--- config.mk ---
export PLATFORM = sky130hd
export DESIGN_NAME = sr_wp_gate
export DESIGN_NICKNAME = d
export VERILOG_FILES = /design/src/rtl/sr_wp_pkg.sv /design/src/rtl/sr_wp_sync.sv /design/src/rtl/sr_wp_bit.sv /design/src/rtl/sr_wp_fsm.sv /design/src/rtl/sr_wp_gate.sv
export SDC_FILE = /design/constraint.sdc
export NUM_CORES = 1
export LEC_CHECK = 0
export ABC_AREA = 1
export BUFFER_PORTS_ARGS = -buffer_cell sky130_fd_sc_hd__buf_2
export CAP_MARGIN = 30
export CORE_AREA = 4 4 41 43
export CTS_CLUSTER_SIZE = 8
export DETAILED_ROUTE_END_ITERATION = 12
export DIE_AREA = 0 0 45 47
export HOLD_SLACK_MARGIN = 0.05
export PLACE_DENSITY = 0.58
export SLEW_MARGIN = 20
export SYNTH_ARGS = -nofsm -noshare
export SYNTH_HDL_FRONTEND = slang
export SYNTH_HIERARCHICAL = 1
export SYNTH_SLANG_ARGS = --single-unit
--- constraint.sdc ---
create_clock -name clk -period 1.5 [get_ports clk]
set_clock_uncertainty 0.2 [all_clocks]
set_input_delay 0.225 -clock clk [delete_from_list [all_inputs] [get_ports clk]]
set_output_delay 0.225 -clock clk [all_outputs]
set_load 0.01 [all_outputs]
--- src/rtl/sr_wp_pkg.sv ---
// Package: shared state encoding for the status-write protect gate.
package sr_wp_pkg;
    typedef enum logic [1:0] {
        ST_IDLE    = 2'd0,
        ST_ARMED   = 2'd1,
        ST_WRITING = 2'd2,
        ST_DONE    = 2'd3
    } gate_st_e;
endpackage

--- src/rtl/sr_wp_sync.sv ---
// sr_wp_sync: multi-flop synchroniser for one asynchronous pin.
// Assumes: STAGES >= 1; the reset value is the pin's inactive level.
module sr_wp_sync #(
    parameter int   STAGES  = 2,
    parameter logic RST_VAL = 1'b1
) (
    input  logic clk,
    input  logic rst_n,
    input  logic d_i,
    output logic q_o
);
    logic [STAGES-1:0] chain_q;

    generate
        for (genvar g = 0; g < STAGES; g++) begin : g_stage
            if (g == 0) begin : g_first
                // Capture the raw pin into the first flop.
                always_ff @(posedge clk) begin
                    if (!rst_n) chain_q[0] <= RST_VAL;
                    else        chain_q[0] <= d_i;
                end
            end else begin : g_next
                // Pass the value one stage further along the chain.
                always_ff @(posedge clk) begin
                    if (!rst_n) chain_q[g] <= RST_VAL;
                    else        chain_q[g] <= chain_q[g-1];
                end
            end
        end
    endgenerate

    assign q_o = chain_q[STAGES-1];
endmodule

--- src/rtl/sr_wp_bit.sv ---
// sr_wp_bit: storage for the protect-enable flag.
// Assumes: load_i is a single-cycle strobe issued only on commit.
module sr_wp_bit #(
    parameter logic WPEN_RST = 1'b0
) (
    input  logic clk,
    input  logic rst_n,
    input  logic load_i,
    input  logic val_i,
    output logic wpen_q
);
    // Hold the flag; replace it only on a committed write.
    always_ff @(posedge clk) begin
        if (!rst_n)      wpen_q <= WPEN_RST;
        else if (load_i) wpen_q <= val_i;
    end


    wpen_hold_chk: assert property (@(posedge clk) disable iff (!rst_n)
        !load_i |=> $stable(wpen_q));
endmodule

--- src/rtl/sr_wp_fsm.sv ---
// sr_wp_fsm: command-phase tracker that grants or refuses a status write.
// Assumes: wp_s and cs_s are already synchronised; sw_req, frame_ok,
// cyc_done are in the clk domain. Protection is judged against the stored
// flag only, and the pin is consulted while idle-requesting or armed.
module sr_wp_fsm
    import sr_wp_pkg::*;
(
    input  logic clk,
    input  logic rst_n,
    input  logic wp_s,
    input  logic cs_s,
    input  logic sw_req,
    input  logic frame_ok,
    input  logic cyc_done,
    input  logic wpen_i,
    output logic load_o,
    output logic commit_o,
    output logic abort_o,
    output logic busy_o
);
    gate_st_e state_q, state_d;
    logic     cs_prev_q;
    logic     cs_rise;
    logic     blocked;
    logic     commit_d, abort_d;

    assign cs_rise = cs_s && !cs_prev_q;
    assign blocked = !wp_s && wpen_i;

    // Next-state and pulse decision for the current cycle.
    always_comb begin
        state_d  = state_q;
        commit_d = 1'b0;
        abort_d  = 1'b0;
        unique case (state_q)
            ST_IDLE: begin
                if (sw_req) begin
                    if (blocked) abort_d = 1'b1;
                    else         state_d = ST_ARMED;
                end
            end
            ST_ARMED: begin
                if (cs_rise) begin
                    if (blocked) begin
                        abort_d = 1'b1;
                        state_d = ST_IDLE;
                    end else if (frame_ok) begin
                        commit_d = 1'b1;
                        state_d  = ST_WRITING;
                    end else begin
                        state_d = ST_IDLE;
                    end
                end else if (blocked) begin
                    abort_d = 1'b1;
                    state_d = ST_IDLE;
                end
            end
            ST_WRITING: begin
                if (cyc_done) state_d = ST_DONE;
            end
            ST_DONE: begin
                state_d = ST_IDLE;
            end
            default: state_d = ST_IDLE;
        endcase
    end

    // Register state, the previous chip-select level and the output pulses.
    always_ff @(posedge clk) begin
        if (!rst_n) begin
            state_q   <= ST_IDLE;
            cs_prev_q <= 1'b1;
            commit_o  <= 1'b0;
            abort_o   <= 1'b0;
        end else begin
            state_q   <= state_d;
            cs_prev_q <= cs_s;
            commit_o  <= commit_d;
            abort_o   <= abort_d;
        end
    end

    assign load_o = commit_d;
    assign busy_o = (state_q == ST_WRITING) || (state_q == ST_DONE);


    no_dual_pulse_chk: assert property (@(posedge clk) disable iff (!rst_n)
        !(commit_o && abort_o));

    abort_needs_block_chk: assert property (@(posedge clk) disable iff (!rst_n)
        abort_o |-> ($past(wpen_i) && !$past(wp_s)));

    commit_enters_write_chk: assert property (@(posedge clk) disable iff (!rst_n)
        commit_o |-> (state_q == ST_WRITING));

    no_abort_in_write_chk: assert property (@(posedge clk) disable iff (!rst_n)
        (state_q == ST_WRITING) |=> !abort_o);

    commit_needs_frame_chk: assert property (@(posedge clk) disable iff (!rst_n)
        commit_o |-> $past(frame_ok));
endmodule

--- src/rtl/sr_wp_gate.sv ---
// sr_wp_gate: top of the status-register write-protect gate.
// Assumes: wp_n and cs_n are asynchronous board pins; other inputs come
// from the command decoder and write engine in the clk domain.
module sr_wp_gate #(
    parameter int   SYNC_STAGES = 2,
    parameter logic WPEN_RST    = 1'b0
) (
    input  logic clk,
    input  logic rst_n,
    input  logic wp_n,
    input  logic cs_n,
    input  logic sw_req,
    input  logic frame_ok,
    input  logic cyc_done,
    input  logic wpen_new,
    output logic commit_o,
    output logic abort_o,
    output logic wpen_o,
    output logic busy_o
);
    logic wp_s, cs_s, load;

    sr_wp_sync #(.STAGES(SYNC_STAGES), .RST_VAL(1'b1)) u_wp_sync (
        .clk(clk), .rst_n(rst_n), .d_i(wp_n), .q_o(wp_s)
    );

    sr_wp_sync #(.STAGES(SYNC_STAGES), .RST_VAL(1'b1)) u_cs_sync (
        .clk(clk), .rst_n(rst_n), .d_i(cs_n), .q_o(cs_s)
    );

    sr_wp_bit #(.WPEN_RST(WPEN_RST)) u_wpen (
        .clk(clk), .rst_n(rst_n), .load_i(load), .val_i(wpen_new),
        .wpen_q(wpen_o)
    );

    sr_wp_fsm u_fsm (
        .clk(clk), .rst_n(rst_n), .wp_s(wp_s), .cs_s(cs_s),
        .sw_req(sw_req), .frame_ok(frame_ok), .cyc_done(cyc_done),
        .wpen_i(wpen_o), .load_o(load), .commit_o(commit_o),
        .abort_o(abort_o), .busy_o(busy_o)
    );
endmodule

==> flow_summary.json <==
{
  "cellPowerDensity_nw_per_um2": 1055,
  "grt_overflow": 0,
  "final.min_clock_period_ns": 1.333,
  "layout_commonest_cell": "sky130_fd_sc_hd__inv_1",
  "totalNegativeSetupSlack_ns": 0,
  "criticalPathCategory": "input port to flop",
  "synth_area_leader_cell": "sky130_fd_sc_hd__dfxtp_1",
  "floorplan.core_area_um2": 1301,
  "synth_seq_area_share": 0.5212,
  "top_level_ports": 12,
  "place.detailed.hpwl_um": 536.4,
  "min-delay-path-class": "input port to flop",
  "grt_setup_unrepaired": "false",
  "antenna_violating_nets_post_route": 0,
  "critPathRequiredTime_ns": 1.45,
  "worstPathMaxFanout": 7,
  "antenna_cells": 0,
  "numPortBuffers": 11,
  "detail_route.first_pass.iterations": 4,
  "synthTopCellsByArea": "sky130_fd_sc_hd__dfxtp_1 52%, sky130_fd_sc_hd__inv_1 13%, sky130_fd_sc_hd__nand2_1 12%, sky130_fd_sc_hd__nor2_1 5.9%, sky130_fd_sc_hd__nand2_2 3.3%",
  "cts.root.buffer_cell": "sky130_fd_sc_hd__clkbuf_4",
  "worstSkewPairLatency_ns": 0.26,
  "synth_simple_gate_area_share": 0.2834,
  "inserted_clock_buffers": 3,
  "power.ir.vdd_worst_uv": 454.6,
  "overall_die_area_um2": 2115,
  "grtUsageTotal": 0.08571,
  "worstPathArrival_ns": 1.28,
  "pre_cts_ws_ns": 0.2918,
  "clockBufferDepth": 2,
  "synth_compound_area_frac": 0.04886,
  "post-synth-top-area-fraction": 0.5212,
  "commonest_cells_after_routing_fill_and_taps_aside": "13 x sky130_fd_sc_hd__inv_1, 12 x sky130_fd_sc_hd__nand2_1, 11 x sky130_fd_sc_hd__buf_2",
  "power.total_w": 0.0005599,
  "gp_congestion": 0.6598,
  "tritoncts_clock_tree": "done",
  "layout_setup_ws_ns": 0.1672,
  "clkSlewWorstSetupHoldPaths_ns": 0.06,
  "synth_seq_cells": 10,
  "yosys-mux-area-fraction": 0,
  "die_w_um": 45,
  "drt_initial_violations": 2,
  "syn_area_cell_um2": 7.248,
  "standby_leakage_power_nw": 0.2991,
  "transition_time_of_the_tightest_slew_check_pin_ns": 0.1634,
  "synth_cells": 53,
  "finalSetupViolations": 0,
  "dieHeight_um": 47,
  "initial_core_util": 0.2952,
  "core.rowCount": 13,
  "total_nets_after_synthesis": 61,
  "antenna_found_initial": 0,
  "result_of_the_run": "finished, final reports clean",
  "routed-via-count": 354,
  "yosys.cell_types.count": 14,
  "routed_wire_length_per_instance_um": 8.058,
  "syn_to_final_growth_pct": 38.11,
  "final_layout_size_suffix_gt1_frac": 0.3099,
  "clock_sink_count": 10,
  "synth_warnings": 6,
  "synth_adder_area_share": 0,
  "slew_headroom": 0.8909,
  "synthXorXnorAreaFrac": 0,
  "num-nets-final": 80,
  "cts_resized": 0,
  "drt-vias-per-instance": 4.116,
  "largest_family_of_logic_cells_by_synthesized_area": "simple AND/OR/NAND/NOR gates",
  "setup.worst_path.start_class": "input port",
  "post-cts-setup-buffer-count": 0,
  "grt_pass1_wl_um": 1221,
  "fmax_mhz": 750.3,
  "routed_wl_um": 693,
  "drt_drc_violations_left": 0,
  "grt_start_max_net_pins": 8,
  "first_global_vias": 330,
  "final_core_util": 0.4077,
  "fin_worst_hold_slack_ns": 0.07935,
  "finalMaxSlewViolations": 0,
  "timing.final.crit_share": 0.8886,
  "netlist_area_before_placement_um2": 384.1,
  "timing.final.hold_violations": 0,
  "timing.max_cap.violations": 0,
  "cp-end-kind": "flop",
  "htree_levels": 1
}
logic make-up after synthesis:
kind of cell	count (synthesis)
AOI/OAI and AO/OA	3
buffers and inverters	15
DFF	10
and+or+nand+nor	25
routing by layer:
metal  vias up  part of all wire  wire (µm)  GRT usage
li1        185                 -          -          -
met1       158              0.40        278    0.08065
met2        11              0.51        356     0.1384
met3         0             0.084         58    0.05747
met4         0                 0          0    0.05263
met5         -                 0          0          0
sequential cells by signal, indices dropped and copies added (netlist names), named ones only:
signal / count
u_cs_sync/chain_q: 1
u_cs_sync/q_o: 1
u_fsm/abort_o: 1
u_fsm/commit_o: 1
u_fsm/cs_prev_q: 1
u_fsm/state_q: 1
u_wp_sync/chain_q: 1
u_wp_sync/q_o: 1
u_wpen/wpen_q: 1
path summary, 6_finish.rpt:
check	cells past startpoint	to	from	slack, ns
worst max-delay path	4	u_fsm/cs_prev_q$_SDFF_PN1_	rst_n	0.17
worst min-delay path	3	u_fsm/abort_o$_SDFF_PN0_	sw_req	0.08
worst max register to register	8	u_wpen/wpen_q$_SDFFE_PN0P_	flop	0.29
worst min register to register	2	u_cs_sync/q_o$_SDFF_PN1_	u_cs_sync/chain_q[0]$_SDFF_PN1_	0.21
synth_stat cells:
cell,number
sky130_fd_sc_hd__nor3_1,1
sky130_fd_sc_hd__inv_2,1
sky130_fd_sc_hd__inv_1,13
sky130_fd_sc_hd__nand3_1,1
sky130_fd_sc_hd__nor2_2,2
sky130_fd_sc_hd__nand2_2,2
sky130_fd_sc_hd__nor2_1,6
sky130_fd_sc_hd__a21oi_1,1
sky130_fd_sc_hd__dfxtp_1,10
sky130_fd_sc_hd__clkbuf_1,1
sky130_fd_sc_hd__a21oi_2,1
sky130_fd_sc_hd__o21ai_0,1
sky130_fd_sc_hd__or2_2,1
sky130_fd_sc_hd__nand2_1,12
power breakdown:
| group | switching [W] | internal [W] | leakage, nW |
|---|---|---|---|
| sequential | 0.00000514 | 0.000274 | 0.0820 |
| clock | 0.0000884 | 0.000147 | 0.0210 |
| combinational | 0.0000206 | 0.0000242 | 0.196 |
worst max-delay path: stages:
cell and delay (ns):
sky130_fd_sc_hd__dlygate4sd3_1 0.51, sky130_fd_sc_hd__buf_2 0.16, sky130_fd_sc_hd__inv_1 0.10, sky130_fd_sc_hd__or2_2 0.28
repair_timing:
item                                   in CTS  in global routing
endpoints found under the hold margin       5                  0
hold buffers                                4                  0
setup endpoints to repair                   0                  0
metrics by stage:
stage / std cells / instance area [µm²]
3_3_place_gp: 78 / 454.2
6_report: 86 / 530.5
3_5_place_dp: 78 / 454.2
4_1_cts: 86 / 530.5
5_1_grt: 86 / 530.5
2_1_floorplan: 53 / 384.1
final cells by class:
type                    instances  area, µm²
clock buffers                   4      36.28
well taps                      15      18.77
inverters                      14      52.55
flip-flops and latches         10      200.2
multi-input cells              28      127.6
repair buffers                 15      95.09
fillers                       153      770.7
No activity file was read; power rests on OpenSTA's default activity.
